$ cat src/rtl/sysctl_pkg.sv
package sysctl_pkg;

    localparam int WORD_W = 32;
    localparam int ADDR_W = 12;
    localparam int LOOP_N = 8;

    // Word offsets (byte offset >> 2); software depends on these values.
    localparam logic [9:0] W_CFG_A  = 10'h000;
    localparam logic [9:0] W_CFG_B  = 10'h001;
    localparam logic [9:0] W_SWITCH = 10'h003;
    localparam logic [9:0] W_BOARD  = 10'h004;
    localparam logic [9:0] W_RETURN = 10'h028;
    localparam logic [9:0] W_OUTBOX = 10'h029;
    localparam logic [9:0] W_CMD    = 10'h02A;
    localparam logic [9:0] W_STAT   = 10'h02B;
    localparam logic [9:0] W_LOCK   = 10'h040;
    localparam logic [9:0] W_AUXID  = 10'h3FE;
    localparam logic [9:0] W_PARTID = 10'h3FF;

    typedef enum logic [3:0] {
        SEL_NONE,
        SEL_CFG_A,
        SEL_CFG_B,
        SEL_SWITCH,
        SEL_BOARD,
        SEL_RETURN,
        SEL_OUTBOX,
        SEL_CMD,
        SEL_STAT,
        SEL_LOCK,
        SEL_AUXID,
        SEL_PARTID
    } reg_sel_e;

    typedef struct packed {
        logic        start;
        logic        write;
        logic [3:0]  rsv_hi;
        logic [5:0]  func;
        logic [7:0]  rsv_lo;
        logic [11:0] dev;
    } cmd_word_t;

    typedef struct packed {
        logic err;
        logic done;
    } cmd_stat_t;

    localparam logic [WORD_W-1:0] CMD_KEEP  = 32'h43F0_0FFF;
    localparam logic [WORD_W-1:0] CMD_RESET = 32'h0010_0000;
    localparam logic [5:0]        OSC_FUNC  = 6'd1;

    function automatic reg_sel_e decode_word(input logic [9:0] w);
        case (w)
            W_CFG_A:  return SEL_CFG_A;
            W_CFG_B:  return SEL_CFG_B;
            W_SWITCH: return SEL_SWITCH;
            W_BOARD:  return SEL_BOARD;
            W_RETURN: return SEL_RETURN;
            W_OUTBOX: return SEL_OUTBOX;
            W_CMD:    return SEL_CMD;
            W_STAT:   return SEL_STAT;
            W_LOCK:   return SEL_LOCK;
            W_AUXID:  return SEL_AUXID;
            W_PARTID: return SEL_PARTID;
            default:  return SEL_NONE;
        endcase
    endfunction

endpackage

$ cat src/rtl/sysctl_osc_bank.sv
module sysctl_osc_bank
    import sysctl_pkg::*;
#(
    parameter int                     N_OSC    = 3,
    parameter logic [32*N_OSC-1:0]    OSC_INIT = {32'd25000000, 32'd24576000, 32'd50000000},
    localparam int                    IDX_W    = (N_OSC > 1) ? $clog2(N_OSC) : 1
) (
    input  logic              clk,
    input  logic              rst,
    input  logic              we,
    input  logic [IDX_W-1:0]  idx,
    input  logic [WORD_W-1:0] wdata,
    output logic [WORD_W-1:0] rdata
);

    logic [WORD_W-1:0] osc_q [N_OSC];

    for (genvar i = 0; i < N_OSC; i++) begin : g_osc
        always_ff @(posedge clk) begin
            if (rst) begin
                osc_q[i] <= OSC_INIT[i*32 +: 32];
            end else if (we && idx == IDX_W'(i)) begin
                osc_q[i] <= wdata;
            end
        end
    end

    always_comb begin
        rdata = '0;
        for (int i = 0; i < N_OSC; i++) begin
            if (idx == IDX_W'(i)) rdata = osc_q[i];
        end
    end

endmodule

$ cat src/rtl/sysctl_cmd_engine.sv
module sysctl_cmd_engine
    import sysctl_pkg::*;
#(
    parameter int                  N_OSC    = 3,
    parameter logic [32*N_OSC-1:0] OSC_INIT = {32'd25000000, 32'd24576000, 32'd50000000}
) (
    input  logic              clk,
    input  logic              rst,
    input  logic              cmd_we,
    input  logic              outbox_we,
    input  logic [WORD_W-1:0] wdata,
    output logic [WORD_W-1:0] cmd_q,
    output cmd_stat_t         stat_q,
    output logic [WORD_W-1:0] return_q,
    output logic [WORD_W-1:0] outbox_q
);

    localparam int IDX_W = (N_OSC > 1) ? $clog2(N_OSC) : 1;

    cmd_word_t         cmd_in;
    logic              addr_ok;
    logic              osc_we;
    logic [WORD_W-1:0] osc_rd;

    assign cmd_in  = cmd_word_t'(wdata);
    assign addr_ok = (cmd_in.func == OSC_FUNC) && (32'(cmd_in.dev) < 32'(N_OSC));
    assign osc_we  = cmd_we && cmd_in.start && cmd_in.write && addr_ok;

    sysctl_osc_bank #(
        .N_OSC    (N_OSC),
        .OSC_INIT (OSC_INIT)
    ) u_bank (
        .clk   (clk),
        .rst   (rst),
        .we    (osc_we),
        .idx   (cmd_in.dev[IDX_W-1:0]),
        .wdata (outbox_q),
        .rdata (osc_rd)
    );

    always_ff @(posedge clk) begin
        if (rst) begin
            cmd_q    <= CMD_RESET;
            stat_q   <= '0;
            return_q <= '0;
            outbox_q <= '0;
        end else begin
            if (outbox_we) outbox_q <= wdata;
            if (cmd_we) begin
                cmd_q  <= wdata & CMD_KEEP;
                stat_q <= '0;
                if (cmd_in.start) begin
                    stat_q.done <= 1'b1;
                    stat_q.err  <= !addr_ok;
                    if (!cmd_in.write && addr_ok) return_q <= osc_rd;
                end
            end
        end
    end

endmodule

$ cat src/rtl/sysctl_lock_agg.sv
module sysctl_lock_agg
    import sysctl_pkg::*;
(
    input  logic              clk,
    input  logic              rst,
    input  logic              mask_we,
    input  logic [LOOP_N-1:0] mask_in,
    input  logic [LOOP_N-1:0] loop_locked,
    output logic [WORD_W-1:0] lock_word
);

    localparam int PAD_W = WORD_W - 2*LOOP_N - 1;

    logic [LOOP_N-1:0] mask_q;
    logic              all_ok;

    always_ff @(posedge clk) begin
        if (rst)          mask_q <= '1;
        else if (mask_we) mask_q <= mask_in;
    end

    // 1 when every selected loop reports lock; vacuously 1 for an empty mask.
    assign all_ok    = &(~mask_q | loop_locked);
    assign lock_word = {mask_q, loop_locked, {PAD_W{1'b0}}, all_ok};

endmodule

$ cat src/rtl/sysctl_regs.sv
module sysctl_regs
    import sysctl_pkg::*;
#(
    parameter int                  N_OSC      = 3,
    parameter logic [32*N_OSC-1:0] OSC_INIT   = {32'd25000000, 32'd24576000, 32'd50000000},
    parameter logic [31:0]         BOARD_WORD = 32'h0000_0000,
    parameter logic [31:0]         AUX_ID     = 32'h0000_0000,
    parameter logic [31:0]         PART_ID    = 32'h0000_0000
) (
    input  logic        clk,
    input  logic        rst,
    input  logic        bus_sel,
    input  logic        bus_wr,
    input  logic [11:0] bus_addr,
    input  logic [31:0] bus_wdata,
    output logic [31:0] bus_rdata,
    output logic        bus_err,
    input  logic [7:0]  loop_locked,
    output logic [7:0]  led
);

    reg_sel_e          sel;
    logic              wr_hit;
    logic [WORD_W-1:0] cfg_a_q;
    logic [WORD_W-1:0] cfg_b_q;
    logic [WORD_W-1:0] cmd_q;
    cmd_stat_t         stat_q;
    logic [WORD_W-1:0] return_q;
    logic [WORD_W-1:0] outbox_q;
    logic [WORD_W-1:0] lock_word;
    logic              err_q;

    assign sel    = decode_word(bus_addr[ADDR_W-1:2]);
    assign wr_hit = bus_sel && bus_wr;

    always_ff @(posedge clk) begin
        if (rst) begin
            cfg_a_q <= '0;
            cfg_b_q <= '0;
            err_q   <= 1'b0;
        end else begin
            if (wr_hit && sel == SEL_CFG_A) cfg_a_q <= bus_wdata;
            if (wr_hit && sel == SEL_CFG_B) cfg_b_q <= bus_wdata;
            err_q <= bus_sel && (sel == SEL_NONE);
        end
    end

    sysctl_cmd_engine #(
        .N_OSC    (N_OSC),
        .OSC_INIT (OSC_INIT)
    ) u_cmd (
        .clk       (clk),
        .rst       (rst),
        .cmd_we    (wr_hit && sel == SEL_CMD),
        .outbox_we (wr_hit && sel == SEL_OUTBOX),
        .wdata     (bus_wdata),
        .cmd_q     (cmd_q),
        .stat_q    (stat_q),
        .return_q  (return_q),
        .outbox_q  (outbox_q)
    );

    sysctl_lock_agg u_lock (
        .clk         (clk),
        .rst         (rst),
        .mask_we     (wr_hit && sel == SEL_LOCK),
        .mask_in     (bus_wdata[WORD_W-1 -: LOOP_N]),
        .loop_locked (loop_locked),
        .lock_word   (lock_word)
    );

    always_comb begin
        bus_rdata = '0;
        if (bus_sel && !bus_wr) begin
            case (sel)
                SEL_CFG_A:  bus_rdata = cfg_a_q;
                SEL_CFG_B:  bus_rdata = cfg_b_q;
                SEL_BOARD:  bus_rdata = BOARD_WORD;
                SEL_RETURN: bus_rdata = return_q;
                SEL_OUTBOX: bus_rdata = outbox_q;
                SEL_CMD:    bus_rdata = cmd_q;
                SEL_STAT:   bus_rdata = {{(WORD_W-2){1'b0}}, stat_q};
                SEL_LOCK:   bus_rdata = lock_word;
                SEL_AUXID:  bus_rdata = AUX_ID;
                SEL_PARTID: bus_rdata = PART_ID;
                default:    bus_rdata = '0;
            endcase
        end
    end

    assign bus_err = err_q;
    assign led     = cfg_b_q[7:0];

endmodule

$ cat config.mk
export PLATFORM = sky130hd
export DESIGN_NAME = sysctl_regs
export DESIGN_NICKNAME = d
export VERILOG_FILES = /design/src/rtl/sysctl_pkg.sv /design/src/rtl/sysctl_osc_bank.sv /design/src/rtl/sysctl_cmd_engine.sv /design/src/rtl/sysctl_lock_agg.sv /design/src/rtl/sysctl_regs.sv
export SDC_FILE = /design/constraint.sdc
export NUM_CORES = 1
export LEC_CHECK = 0
export CELL_PAD_IN_SITES_DETAIL_PLACEMENT = 0
export CELL_PAD_IN_SITES_GLOBAL_PLACEMENT = 1
export CORE_ASPECT_RATIO = 0.7
export CORE_UTILIZATION = 27
export DETAILED_ROUTE_END_ITERATION = 8
export PLACE_DENSITY = 0.51
export SYNTH_ARGS = -nofsm -noshare
export SYNTH_HDL_FRONTEND = slang
export SYNTH_SLANG_ARGS = --single-unit
$ cat constraint.sdc
create_clock -name clk -period 5 [get_ports clk]
set_input_delay 0.75 -clock clk [delete_from_list [all_inputs] [get_ports clk]]
set_output_delay 0.75 -clock clk [all_outputs]
set_load 0.05 [all_outputs]
# After elaboration in Yosys (flattened, before gate mapping)
# Memories as Yosys holds them, arrays and structs flattened.
# Cells that the tools add are included.
# word_totals
ff_bits,158
latchBits,0
ramBits,96
rom_bits,0
inputBits,56
output_inout_bits,41
n_memories,1
# op_classes
add_sub_neg,0
n_mul,0
div_mod_pow,0
magnitude_cmp,1
eq_ne,20
n_shift,0
mux,21
n_bitwise,5
n_reduce_logical,24
# memory_table
memory,depth,word_bits,read_ports,rd_clocked_by_memory_dff,write_ports,line,source
u_cmd.u_bank.osc_q,3,32,3,0,3,sysctl_osc_bank.sv:16,logic [WORD_W-1:0] osc_q [N_OSC];
# op_table
cell,count
32-bit 2-to-1 mux,7
32-bit one-hot mux with 7 select lines,1
4-bit one-hot mux with 11 select lines,1
"10-bit by 6-bit equality test with 1-bit output, second input constant",4
"10-bit equality test, second input constant",2
1-bit logical AND,16
"4-bit by 3-bit equality test with 1-bit output, second input constant",3
"12-bit by 2-bit < comparator with 1-bit output, second input constant",1
1-bit 2-to-1 mux,11
"10-bit by 1-bit equality test with 1-bit output, second input constant",1
"10-bit by 2-bit equality test with 1-bit output, second input constant",1
"10-bit by 3-bit equality test with 1-bit output, second input constant",1
"10-bit by 7-bit equality test with 1-bit output, second input constant",1
10-bit logical NOT,1
"4-bit equality test, second input constant",2
8-bit inverter,1
8-bit bitwise OR,1
8-bit AND reduction,1
"6-bit by 1-bit equality test with 1-bit output, second input constant",1
"4-bit by 1-bit equality test with 1-bit output, second input constant",1
"4-bit by 2-bit equality test with 1-bit output, second input constant",1
4-bit logical NOT,1
1-bit logical NOT,3
1-bit bitwise OR,3
5 further kinds,5

# Longest topological paths before layout
# logic_depth
depth_word,12
ltp_mapped,10
depth_no_buf,7

# Modules after synthesis
# From an unflattened synthesis, not the netlist that was laid out.
# hier_totals
hier_cells,1283
hier_area_um2,12274.3
# by_module_without_submodules
module,instances,cells_each,area_per_inst_um2,seq_area_each_um2
sysctl_osc_bank,1,312,4309.1,2882.8
sysctl_regs,1,556,4020.1,1301.2
sysctl_cmd_engine,1,350,3407.0,1701.6
sysctl_lock_agg,1,65,538.0,160.2

# Worst setup path before layout
# Ideal clock, no wire load.
# synth_timing
path_type,input to output
from,input port bus_addr[9]
to,output port bus_rdata[20]
arrival_ns,3.372
path_slack_ns,0.878
path_stages,9
path_cell_list,or4_1 -> buf_2 -> nor3_2 -> nand4b_1 -> and2_1 -> buf_2 -> buf_2 -> nand2_1 -> a31oi_1
# synth_between
elab_chain_len,5
word_cells_on_any_way,21
# synth_lines
item,line,source
"start, declared",sysctl_regs.sv:14,"input logic [11:0] bus_addr,"
"10-bit equality test, or another cell as far along",sysctl_pkg.sv:54,case (w)
4-bit one-hot mux with 11 select lines *,sysctl_pkg.sv:54,
"4-bit equality test, or another cell as far along",sysctl_regs.sv:75,case (sel)
32-bit one-hot mux with 7 select lines *,sysctl_regs.sv:75,
32-bit 2-to-1 mux *,sysctl_regs.sv:74,if (bus_sel && !bus_wr) begin
"end, declared",sysctl_regs.sv:16,"output logic [31:0] bus_rdata,"
# Every way passes the cells marked *; elsewhere a longest branch is shown, timed or not.

# Worst setup path after layout
# layout_timing
from,input port bus_addr[6]
to,output port bus_rdata[14]
# Same word-level chain as after synthesis.

==> results.toml <==
[status]
status = "complete, no violations"

[sta]
relSlewSlack_pct = 42.27
period_share_pct = 91.40
setup_viol = 0
tightest_slew_ns = 0.8659
slew_viol_final = 0
finClkSkew_ns = 0.008884
finalCriticalPeriod_ns = 4.570
finalHoldViolCount = 0
max_freq_mhz = 218.8
tns_ns = 0
setup_ws_ns = 0.4300
rsz0062_at_grt = "no"

[worst_setup_path]
worstRegToRegCells = 4
start_kind = "input pin"
cp-end-kind = "output pin"
crit_type = "input pin to output pin"
cp.required_ns = 4.25
critPathMaxFanout = 29
critPathArrivalTime_ns = 3.82

[clock_tree]
htreeDepth = 1
cts_tree = "built"
clk_pin_slew_ns = 0.06
hold_buffers = 0
insertion_delay_ns = 0.56
root_buffer = "clkbuf_16"
cts-buffers-inserted = 29
cts-resized-gates = 0
cts_setup_buffers = 0
clk_path_buf_depth = 3
cts_sinks = 254

[cells_and_area]
seq_area_um2 = 6046
layout_common_cells = "262 x nand2_1, 163 x a21oi_1, 158 x dfxtp_1, 96 x edfxtp_1, 78 x nor2_1"
fin_cells = 1849
final_layout_size_suffix_gt1_share_pct = 11.20
multiInputGateArea_um2 = 4684
nets = 1338
syn2layout_area_growth_pct = 25.53
layout_commonest_cell = "nand2_1"
post-route-util_pct = 34.31
fillers = 4226

[drt]
vias = 9351
ant_nets = 0
viasPerCell = 5.057
wirelength_um = 43000
drc_errors = 0
drt_iter0_markers = 840
wl_per_cell_um = 23.26
first_pass_iters = 7

[placement]
dp_slack_ns = 0.3945
portBuffers = 94
gp_congestion = 0.7908
dp_hpwl_um = 26360
dp_cells = 1795

[grt]
grt_pass1_vias = 8988
grt_max_degree = 64
grt_use_total_pct = 20.32
overflow = 0
grt_pass1_wl_um = 62380
antenna_found_initial = 0

[synthesis]
ys_ff_latch = 254
synth_fp_nets = 1271
avgSynthCellArea_um2 = 9.215
syn_inst = 1215
synth-main-ff-cell = "dfxtp_1"
synthDistinctLibCells = 55
ys.warnings.count = 0
syn_area_um2 = 11200
synthArstFlopShare_pct = 0
yosysSeqAreaShare_pct = 54.00
synth_edf_count = 96

[floorplanning]
die_area_um2 = 42300
row_count = 62
dieHeight_um = 172.4
core-area_um2 = 40960
die_w_um = 245.4
initial_core_util_pct = 27.33
ios = 97

[power]
power.switching_mw = 1.027
p_comb_share_pct = 4.9
ir_drop_v = 0.0001833
power_density_nw_per_um2 = 319.3
p_clk_share_pct = 46.5
p_int_mw = 3.461
power.leakage_nw = 4.556
pwr-share-seq_pct = 48.6
switching_share_pct = 22.89

[run]
maxCapViolCount = 0

[hold_path]
hold_class = "flop to flop"
worstHoldPathCells = 2
==> path summary, 6_finish.rpt <==
path                                          startpoint                             end  slack [ns]
setup / recovery                             bus_addr[6]                   bus_rdata[14]        0.43
hold / removal                  cfg_b_q[10]$_SDFFE_PP0P_        cfg_b_q[10]$_SDFFE_PP0P_        0.45
setup reg to reg  u_cmd.u_bank.osc_q[2][1]$_SDFFCE_PN0P_  u_cmd.return_q[1]$_SDFFE_PP0P_        3.91
hold reg to reg                 cfg_b_q[10]$_SDFFE_PP0P_        cfg_b_q[10]$_SDFFE_PP0P_        0.45
==> power groups by stage <==
stage	clock (mW)	sequential, mW	combinational (mW)
finish	2.09	2.18	0.219
global route	2.21	2.18	0.234
CTS	2.13	2.18	0.221
detailed placement	0	2.23	0.220
global placement	0	2.23	0.221
floorplan	0	2.23	0.0924
==> logic make-up (layout without fill, tap and decap cells) <==
kind of cell    after synthesis  count (layout)  share of synthesized area, %
simple gates                517             517                         21.83
compound gates              292             292                         16.52
flops                       254             254                         54.00
buf+inv                     118             206                         4.593
mux                          34              34                         3.062
other cells                   0               2                             0
==> critical path, stage by stage <==
cell,delay (ns)
clkdlybuf4s50_1,0.47
or2_2,0.39
or2_0,0.26
or3_1,0.43
a21oi_4,0.22
buf_4,0.40
a32oi_1,0.17
a31oi_1,0.48
buf_12,0.21
==> metal layers <==
metal	vias up	GRT usage [%]	share of wire (%)
met1	4665	30.39	50
met4	0	3.673	1.6
met3	47	3.321	5.0
met5	-	0	0
met2	218	30.69	43
li1	4421	-	-
==> cell type report <==
| type | count | area share [%] |
|---|---|---|
| clock buffers | 43 | 5.751 |
| diodes | 2 | 0.03561 |
| multi-input cells | 843 | 33.33 |
| clock inverters | 9 | 0.6944 |
| flip-flops and latches | 254 | 43.02 |
| well taps | 544 | 4.843 |
| inverters | 9 | 0.2404 |
| repair buffers | 145 | 12.08 |
==> synthesized netlist by cell type, types with 4 or more instances <==
cell	instances	area [um^2]
a222oi_1	17	170.2
nand2_1	262	983.4
a211oi_1	32	240.2
nand3_1	28	140.1
a211o_1	8	70.07
edfxtp_1	96	2883
mux2i_1	32	320.3
dfxtp_1	158	3163
a21oi_1	163	815.8
nand2b_1	25	156.4
a22oi_1	15	112.6
a31oi_1	14	87.58
and2_1	69	431.7
nor2b_1	4	25.02
buf_2	24	120.1
nor2_1	79	296.5
o22ai_1	4	25.02
nor4_1	5	31.28
clkbuf_1	69	259.0
a41oi_1	5	43.79
buf_4	11	82.58
a22o_1	12	105.1
nor3_1	4	20.02
buf_1	5	18.77
a32oi_1	13	113.9
inv_1	9	33.78
or3_1	12	75.07
==> registers in the layout (all words and copies together) (netlist names) <==
| name | count |
|---|---|
| u_cmd.u_bank.osc_q | 96 |
| cfg_a_q | 32 |
| cfg_b_q | 32 |
| u_cmd.outbox_q | 32 |
| u_cmd.return_q | 32 |
| u_cmd.cmd_q | 19 |
| u_lock.mask_q | 8 |
| u_cmd.stat_q | 2 |
| bus_err | 1 |
==> per-stage QoR <==
| stage | total power, mW | hold slack [ns] | area, um^2 |
|---|---|---|---|
| 3_5_place_dp | 2.447 | 0.4438 | 13140 |
| 6_report | 4.488 | 0.4475 | 14050 |
| 5_1_grt | 4.629 | 0.4664 | 14050 |
| 3_3_place_gp | 2.446 | 0.4371 | 13140 |
| 4_1_cts | 4.536 | 0.4519 | 14050 |
| 2_1_floorplan | 2.319 | 0.4292 | 11200 |
Power figures use the tool's default switching activity.
